`config.mk`:
```
export PLATFORM = sky130hd
export DESIGN_NAME = eth_irq_regs
export DESIGN_NICKNAME = d
export VERILOG_FILES = /design/src/rtl/eth_irq_pkg.sv /design/src/rtl/irq_status_bank.sv /design/src/rtl/irq_mask_reg.sv /design/src/rtl/irq_combine.sv /design/src/rtl/eth_irq_regs.sv
export SDC_FILE = /design/constraint.sdc
export NUM_CORES = 1
export LEC_CHECK = 0
export BUFFER_PORTS_ARGS = -buffer_cell sky130_fd_sc_hd__buf_2
export CAP_MARGIN = 20
export CORE_MARGIN = 2
export CORE_UTILIZATION = 38
export CTS_BUF_LIST = sky130_fd_sc_hd__clkbuf_4 sky130_fd_sc_hd__clkbuf_8
export CTS_CLUSTER_DIAMETER = 120
export DETAILED_ROUTE_END_ITERATION = 6
export PLACE_DENSITY = 0.8
export SKIP_CTS_REPAIR_TIMING = 1
export SYNTH_ARGS = -nofsm -noshare
export SYNTH_HDL_FRONTEND = slang
export SYNTH_SLANG_ARGS = --single-unit
```
`constraint.sdc`:
```
create_clock -name clk -period 1.2 [get_ports clk]
set_input_delay 0.12 -clock clk [delete_from_list [all_inputs] [get_ports clk]]
set_output_delay 0.12 -clock clk [all_outputs]
set_load 0.005 [all_outputs]
```
`src/rtl/eth_irq_pkg.sv`:
```
// Package: shared bit positions and width for the interrupt register block.
// Assumes one byte of status and one byte of mask in a 16-bit bus word.
package eth_irq_pkg;
    localparam int STAT_W   = 8;
    localparam int BUS_W    = 2 * STAT_W;
    localparam int B_RX     = 0;
    localparam int B_TXC    = 1;
    localparam int B_TXE    = 2;
    localparam int B_ALLOC  = 3;
    localparam int B_OVRN   = 4;
    localparam int B_PHY    = 5;
    localparam int B_ERX    = 6;
    localparam int B_IDLE   = 7;
    // Positions holding latched (acknowledgeable) events.
    localparam logic [STAT_W-1:0] LATCHED_BITS = 8'b0101_0110;
endpackage

```
`src/rtl/irq_status_bank.sv`:
```
// Module: per-bit status storage. Each bit that LATCH_MASK marks is a set-dominant
// sticky flag cleared by acknowledge; every other bit passes its source straight through.
// Assumes event inputs are synchronous to clk; acknowledge is a one-cycle write strobe.
module irq_status_bank #(
    parameter int                W          = 8,
    parameter logic [W-1:0]      LATCH_MASK = '0
) (
    input  logic         clk,
    input  logic         rst_n,
    input  logic [W-1:0] src,
    input  logic         ack_we,
    input  logic [W-1:0] ack_data,
    output logic [W-1:0] stat
);
    for (genvar i = 0; i < W; i++) begin : g_bit
        if (LATCH_MASK[i]) begin : g_sticky
            logic flag_q;
            // Set on event, clear on acknowledge; the event wins a collision.
            always_ff @(posedge clk) begin
                if (!rst_n)                      flag_q <= 1'b0;
                else if (src[i])                 flag_q <= 1'b1;
                else if (ack_we && ack_data[i])  flag_q <= 1'b0;
            end
            assign stat[i] = flag_q;

            assert_event_sets_R2: assert property (@(posedge clk) disable iff (!rst_n)
                src[i] |=> stat[i]);
            assert_event_wins_R4: assert property (@(posedge clk) disable iff (!rst_n)
                (src[i] && ack_we && ack_data[i]) |=> stat[i]);
            assert_ack_clears_R3: assert property (@(posedge clk) disable iff (!rst_n)
                (ack_we && ack_data[i] && !src[i]) |=> !stat[i]);
            assert_sticky_hold_R2: assert property (@(posedge clk) disable iff (!rst_n)
                (!src[i] && !(ack_we && ack_data[i])) |=> stat[i] == $past(stat[i]));
        end else begin : g_live
            // Live condition: status mirrors the source.
            assign stat[i] = src[i];
        end
    end
endmodule

```
`src/rtl/irq_mask_reg.sv`:
```
// Module: interrupt enable byte, cleared at reset and written as one byte.
// Assumes wr_en is already qualified by select, write and the byte enable.
module irq_mask_reg #(
    parameter int W = 8
) (
    input  logic         clk,
    input  logic         rst_n,
    input  logic         wr_en,
    input  logic [W-1:0] wr_data,
    output logic [W-1:0] mask
);
    logic [W-1:0] mask_q;

    // Load the enable byte on a qualified write.
    always_ff @(posedge clk) begin
        if (!rst_n)     mask_q <= '0;
        else if (wr_en) mask_q <= wr_data;
    end
    assign mask = mask_q;

    assert_mask_load_R7: assert property (@(posedge clk) disable iff (!rst_n)
        wr_en |=> mask == $past(wr_data));
    assert_mask_hold_R7: assert property (@(posedge clk) disable iff (!rst_n)
        !wr_en |=> $stable(mask));
endmodule

```
`src/rtl/irq_combine.sv`:
```
// Module: reduces enabled status to one registered interrupt line.
// Assumes the line may lag its cause by exactly one clock.
module irq_combine #(
    parameter int W = 8
) (
    input  logic         clk,
    input  logic         rst_n,
    input  logic [W-1:0] stat,
    input  logic [W-1:0] mask,
    output logic         irq
);
    logic irq_q;

    // Register the OR of enabled status bits.
    always_ff @(posedge clk) begin
        if (!rst_n) irq_q <= 1'b0;
        else        irq_q <= |(stat & mask);
    end
    assign irq = irq_q;

    assert_irq_rise_R9: assert property (@(posedge clk) disable iff (!rst_n)
        (|(stat & mask)) |=> irq);
    assert_irq_fall_R9: assert property (@(posedge clk) disable iff (!rst_n)
        !(|(stat & mask)) |=> !irq);
endmodule

```
`src/rtl/eth_irq_regs.sv`:
```
// Module: top of the interrupt register block. Decodes bus writes into acknowledge
// (low byte) and mask load (high byte), gathers the event sources, returns {mask, status}.
// Assumes one register word; reads have no side effects.
module eth_irq_regs
    import eth_irq_pkg::*;
(
    input  logic             clk,
    input  logic             rst_n,
    input  logic             bus_sel,
    input  logic             bus_wr,
    input  logic [1:0]       bus_be,
    input  logic [BUS_W-1:0] bus_wdata,
    output logic [BUS_W-1:0] bus_rdata,
    input  logic             rx_lvl,
    input  logic             txc_pulse,
    input  logic             txe_pulse,
    input  logic             alloc_lvl,
    input  logic             ovrn_pulse,
    input  logic             phy_lvl,
    input  logic             erx_pulse,
    input  logic             tx_busy,
    output logic             irq
);
    logic [STAT_W-1:0] src, stat, mask;
    logic              ack_we, mask_we;

    // Gather sources into their status positions.
    always_comb begin
        src          = '0;
        src[B_RX]    = rx_lvl;
        src[B_TXC]   = txc_pulse;
        src[B_TXE]   = txe_pulse;
        src[B_ALLOC] = alloc_lvl;
        src[B_OVRN]  = ovrn_pulse;
        src[B_PHY]   = phy_lvl;
        src[B_ERX]   = erx_pulse;
        src[B_IDLE]  = ~tx_busy;
    end

    assign ack_we  = bus_sel && bus_wr && bus_be[0];
    assign mask_we = bus_sel && bus_wr && bus_be[1];

    irq_status_bank #(.W(STAT_W), .LATCH_MASK(LATCHED_BITS)) u_stat (
        .clk(clk), .rst_n(rst_n), .src(src), .ack_we(ack_we),
        .ack_data(bus_wdata[STAT_W-1:0]), .stat(stat));

    irq_mask_reg #(.W(STAT_W)) u_mask (
        .clk(clk), .rst_n(rst_n), .wr_en(mask_we),
        .wr_data(bus_wdata[BUS_W-1:STAT_W]), .mask(mask));

    irq_combine #(.W(STAT_W)) u_comb (
        .clk(clk), .rst_n(rst_n), .stat(stat), .mask(mask), .irq(irq));

    assign bus_rdata = {mask, stat};

    assert_idle_live_R6: assert property (@(posedge clk) disable iff (!rst_n)
        $fell(tx_busy) |-> bus_rdata[B_IDLE]);
    assert_byte_en_R8: assert property (@(posedge clk) disable iff (!rst_n)
        (bus_sel && bus_wr && !bus_be[0] && !(|(stat & LATCHED_BITS)) == 1'b0)
        |=> ((stat & LATCHED_BITS) & $past(stat & LATCHED_BITS)) == $past(stat & LATCHED_BITS));
    assert_reset_quiet_R10: assert property (@(posedge clk)
        !rst_n |=> (!irq && ((bus_rdata[STAT_W-1:0] & LATCHED_BITS) == '0)));
endmodule

```
==> impl_metrics.csv <==
group,metric,value,unit
min_path,hp-start,"bus_wdata[6]",
routing,dr.pass1.iters,4,
min_path,hp-class,"primary input to register",
clock_tree,cts_buffers,3,
sta,hold_viol_final,0,
finish,fill_cells,129,
setup_path,rr_startpoint,"u_mask.mask[0]",
min_path,holdPathEnd,"u_stat.g_bit[6].g_sticky.flag_q",
sta,grt_setup_unrepaired,"no",
power_and_ir_drop,power,886,µW
yosys,yosysWarnings,0,
floorplan,die_h,42.4,µm
run_status,status,"complete, no violations",
yosys,synth_xor_area_share,0,%
clock_tree,clockBufferDepth,2,
setup_path,start_kind,"register",
yosys,synth_top_family_by_area,"compound AO/OA/AOI/OAI gates",
finish,drive_gt1_share,50.0,%
sta,slew_headroom,83.0,%
setup_path,r2r-end,"u_comb.irq",
yosys,syn_nets,87,
global_routing,grt_first_pass_wirelength,2.15,mm
clock_tree,cts_tree,"done",
yosys,netlist_area,559,µm²
yosys,yosysUniqueCellTypes,13,
setup_path,reg2regPathDepth,3,
yosys,ys_seq_area_share,46.5,%
yosys,synthMuxAreaShare,14.3,%
placed_design,io_buffer_count,42,
placed_design,finalWeightedCongestion,0.699,
setup_path,criticalPathCategory,"register to register",
routing,routedWlPerCell,11.7,µm
floorplan,initial_core_util,41.9,%
placed_design,place_area,736,µm²
sta,finalSetupTns,0,ns
routing,ant_nets,0,
floorplan,row_count,13,
power_and_ir_drop,p_switching,211,µW
finish,diodes,0,
yosys,synthAdderAreaFrac,0,%
finish,utilization,57.4,%
floorplan,io_pins,47,
yosys,synth_compound_area_share,16.1,%
power_and_ir_drop,p_clk_share,32.8,%
placed_design,dpl_worst_slack,0.288,ns
yosys,synthesis.instances,57,
setup_path,crit_family,"compound AO/OA/AOI/OAI gates",
sta,worstMarginPinSlew,0.254,ns
power_and_ir_drop,netSwitchingFraction,23.9,%
global_routing,antenna_found_initial,0,
sta,fin_crit,0.937,ns
global_routing,globalRouteOverflowTotal,0,
clock_tree,cts.htree.levels,1,
setup_path,ff2ff_setup_slack,0.26,ns
clock_tree,cts_sinks,13,
routing,drc_errors,0,
power_and_ir_drop,power_frac_seq,52.9,%
sta,fmax,1070,MHz
clock_tree,root_buffer,"clkbuf_4",
setup_path,cp_num_buf_inv,0,
setup_path,slowest_stage,"dfxtp_1",
finish,finalInstanceArea,766,µm²
global_routing,track_usage,15.6,%
floorplan,core-area,0.00133,mm²
setup_path,crit_fanout,3,
routing,routed_wirelength,1.30,mm
job,maxCapViolations,0,
power_and_ir_drop,p_leak,0.449,nW
finish,nets,127,
finish,seq_area,260,µm²
setup_path,critical_path_arrival,1.10,ns
placed_design,hpwl,1.04,mm
finish,final_cell_count_no_fill,111,
clock_tree,insertion_delay,0.27,ns
yosys,yosys_register_bits,13,
sta,slew_viol_final,0,
clock_tree,path_clk_slew,0.08,ns
routing,via_per_inst,4.91,
global_routing,grt_max_degree,10,
routing,drt_iter0_drc,5,
routing,vias,545,
setup_path,end_kind,"register",
sta,clock_skew,0.00412,ns
floorplan,die_area,0.00179,mm²
sta,setup_viol,0,
global_routing,grt_pass1_vias,516,
power_and_ir_drop,p_per_area,1160,mW/mm²
floorplan,fp.dieW,42.4,µm
setup_path,critPathRequiredTime,1.36,ns
sta,setup_ws,0.263,ns
setup_path,slowest_delay,0.33,ns
sta,fin_crit_sh,78.1,%
min_path,min_path_cells,2,
power_and_ir_drop,vdd_ir_drop_max,0.537,mV
power_and_ir_drop,p_int,675,µW
yosys,synthSimpleGateAreaFrac,9.62,%
finish,multiInputGateArea,224,µm²
setup_path,cp.depth,3,
power_and_ir_drop,combPwrFrac,14.4,%
finish,areaGrowthSynthToFinish,36.9,%
placed_design,placedCellCount,107,
yosys,postSynthAreaPerCell,9.81,µm²
sta,whs,0.0310,ns
setup_path,crit_chain,"a22o_1 -> a221oi_2 -> a31oi_1",
-- final cells by class --
type                            instances  share of cell area, %
Timing Repair Buffer                   42                   27.5
Multi-Input combinational cell         31                   29.2
Tap cell                               15                   2.45
Sequential cell                        13                   34.0
Inverter                                6                   2.94
Clock buffer                            4                   3.92
-- layout by cell type (no fill, tap or decap) --
cell type and n:
buf_2 42, dfxtp_1 13, mux2i_1 8, nor2_1 8
inv_1 5, a31oi_1 5, o21ai_0 4, clkbuf_4 4
a22oi_1 2, clkinv_1 1, nand3_4 1, a22o_1 1
a221oi_2 1, and3_1 1
-- cells by family (layout without fill, tap and decap cells) --
kind of cell | after synthesis | in the layout
AO/OA/AOI/OAI | 13 | 13
flip-flops | 13 | 13
buffers and inverters | 13 | 52
AND/OR/NAND/NOR | 10 | 10
multiplexers | 8 | 8
-- power by group through the flow --
stage | registers (mW) | logic [mW] | clock network, mW
after floorplan | 0.477 | 0.0668 | 0
after global placement | 0.478 | 0.124 | 0
after detailed placement | 0.479 | 0.128 | 0
after CTS | 0.468 | 0.129 | 0.294
after global routing | 0.472 | 0.142 | 0.320
final | 0.468 | 0.127 | 0.290
-- sequential cells by signal, indices dropped and copies added (netlist names) --
| signal | flops |
|---|---|
| u_comb.irq | 1 |
| u_mask.mask | 8 |
| u_stat.g_bit.g_sticky.flag_q | 4 |
-- worst register-to-register path, delay by kind of cell (launching register included) --
family | cells | cell delay [ns]
AO/OA/AOI/OAI | 3 | 0.50
flip-flops | 1 | 0.33
-- cells in the mapped netlist --
| library cell | n | share of area [%] |
|---|---|---|
| clkinv_1 | 1 | 0.67 |
| mux2i_1 | 8 | 14 |
| a221oi_2 | 1 | 2.7 |
| nor2_1 | 8 | 5.4 |
| buf_4 | 7 | 9.4 |
| dfxtp_1 | 13 | 47 |
| inv_1 | 5 | 3.4 |
| a22oi_1 | 2 | 2.7 |
| a22o_1 | 1 | 1.6 |
| o21ai_0 | 4 | 3.6 |
| nand3_4 | 1 | 3.1 |
| and3_1 | 1 | 1.1 |
| a31oi_1 | 5 | 5.6 |
-- per-layer routing --
| metal | track usage (%) | vias to the layer above | part of all wire, % |
|---|---|---|---|
| met5 | 0 | - | 0 |
| met4 | 7.50 | 0 | 1.2 |
| met3 | 2.59 | 2 | 8.2 |
| met2 | 27.7 | 28 | 50 |
| met1 | 17.7 | 243 | 41 |
| li1 | - | 272 | - |
-- how the worst max path moves through the flow --
stage	endpoint	start	slack [ns]
floorplan	u_comb.irq	u_mask.mask[0]	0.31
global placement	u_comb.irq	u_mask.mask[0]	0.29
detailed placement	u_comb.irq	u_mask.mask[0]	0.29
CTS	u_comb.irq	u_mask.mask[0]	0.25
global route	u_comb.irq	u_mask.mask[0]	0.21
finish	u_comb.irq	u_mask.mask[0]	0.26
(Power assumes the default switching activity.)
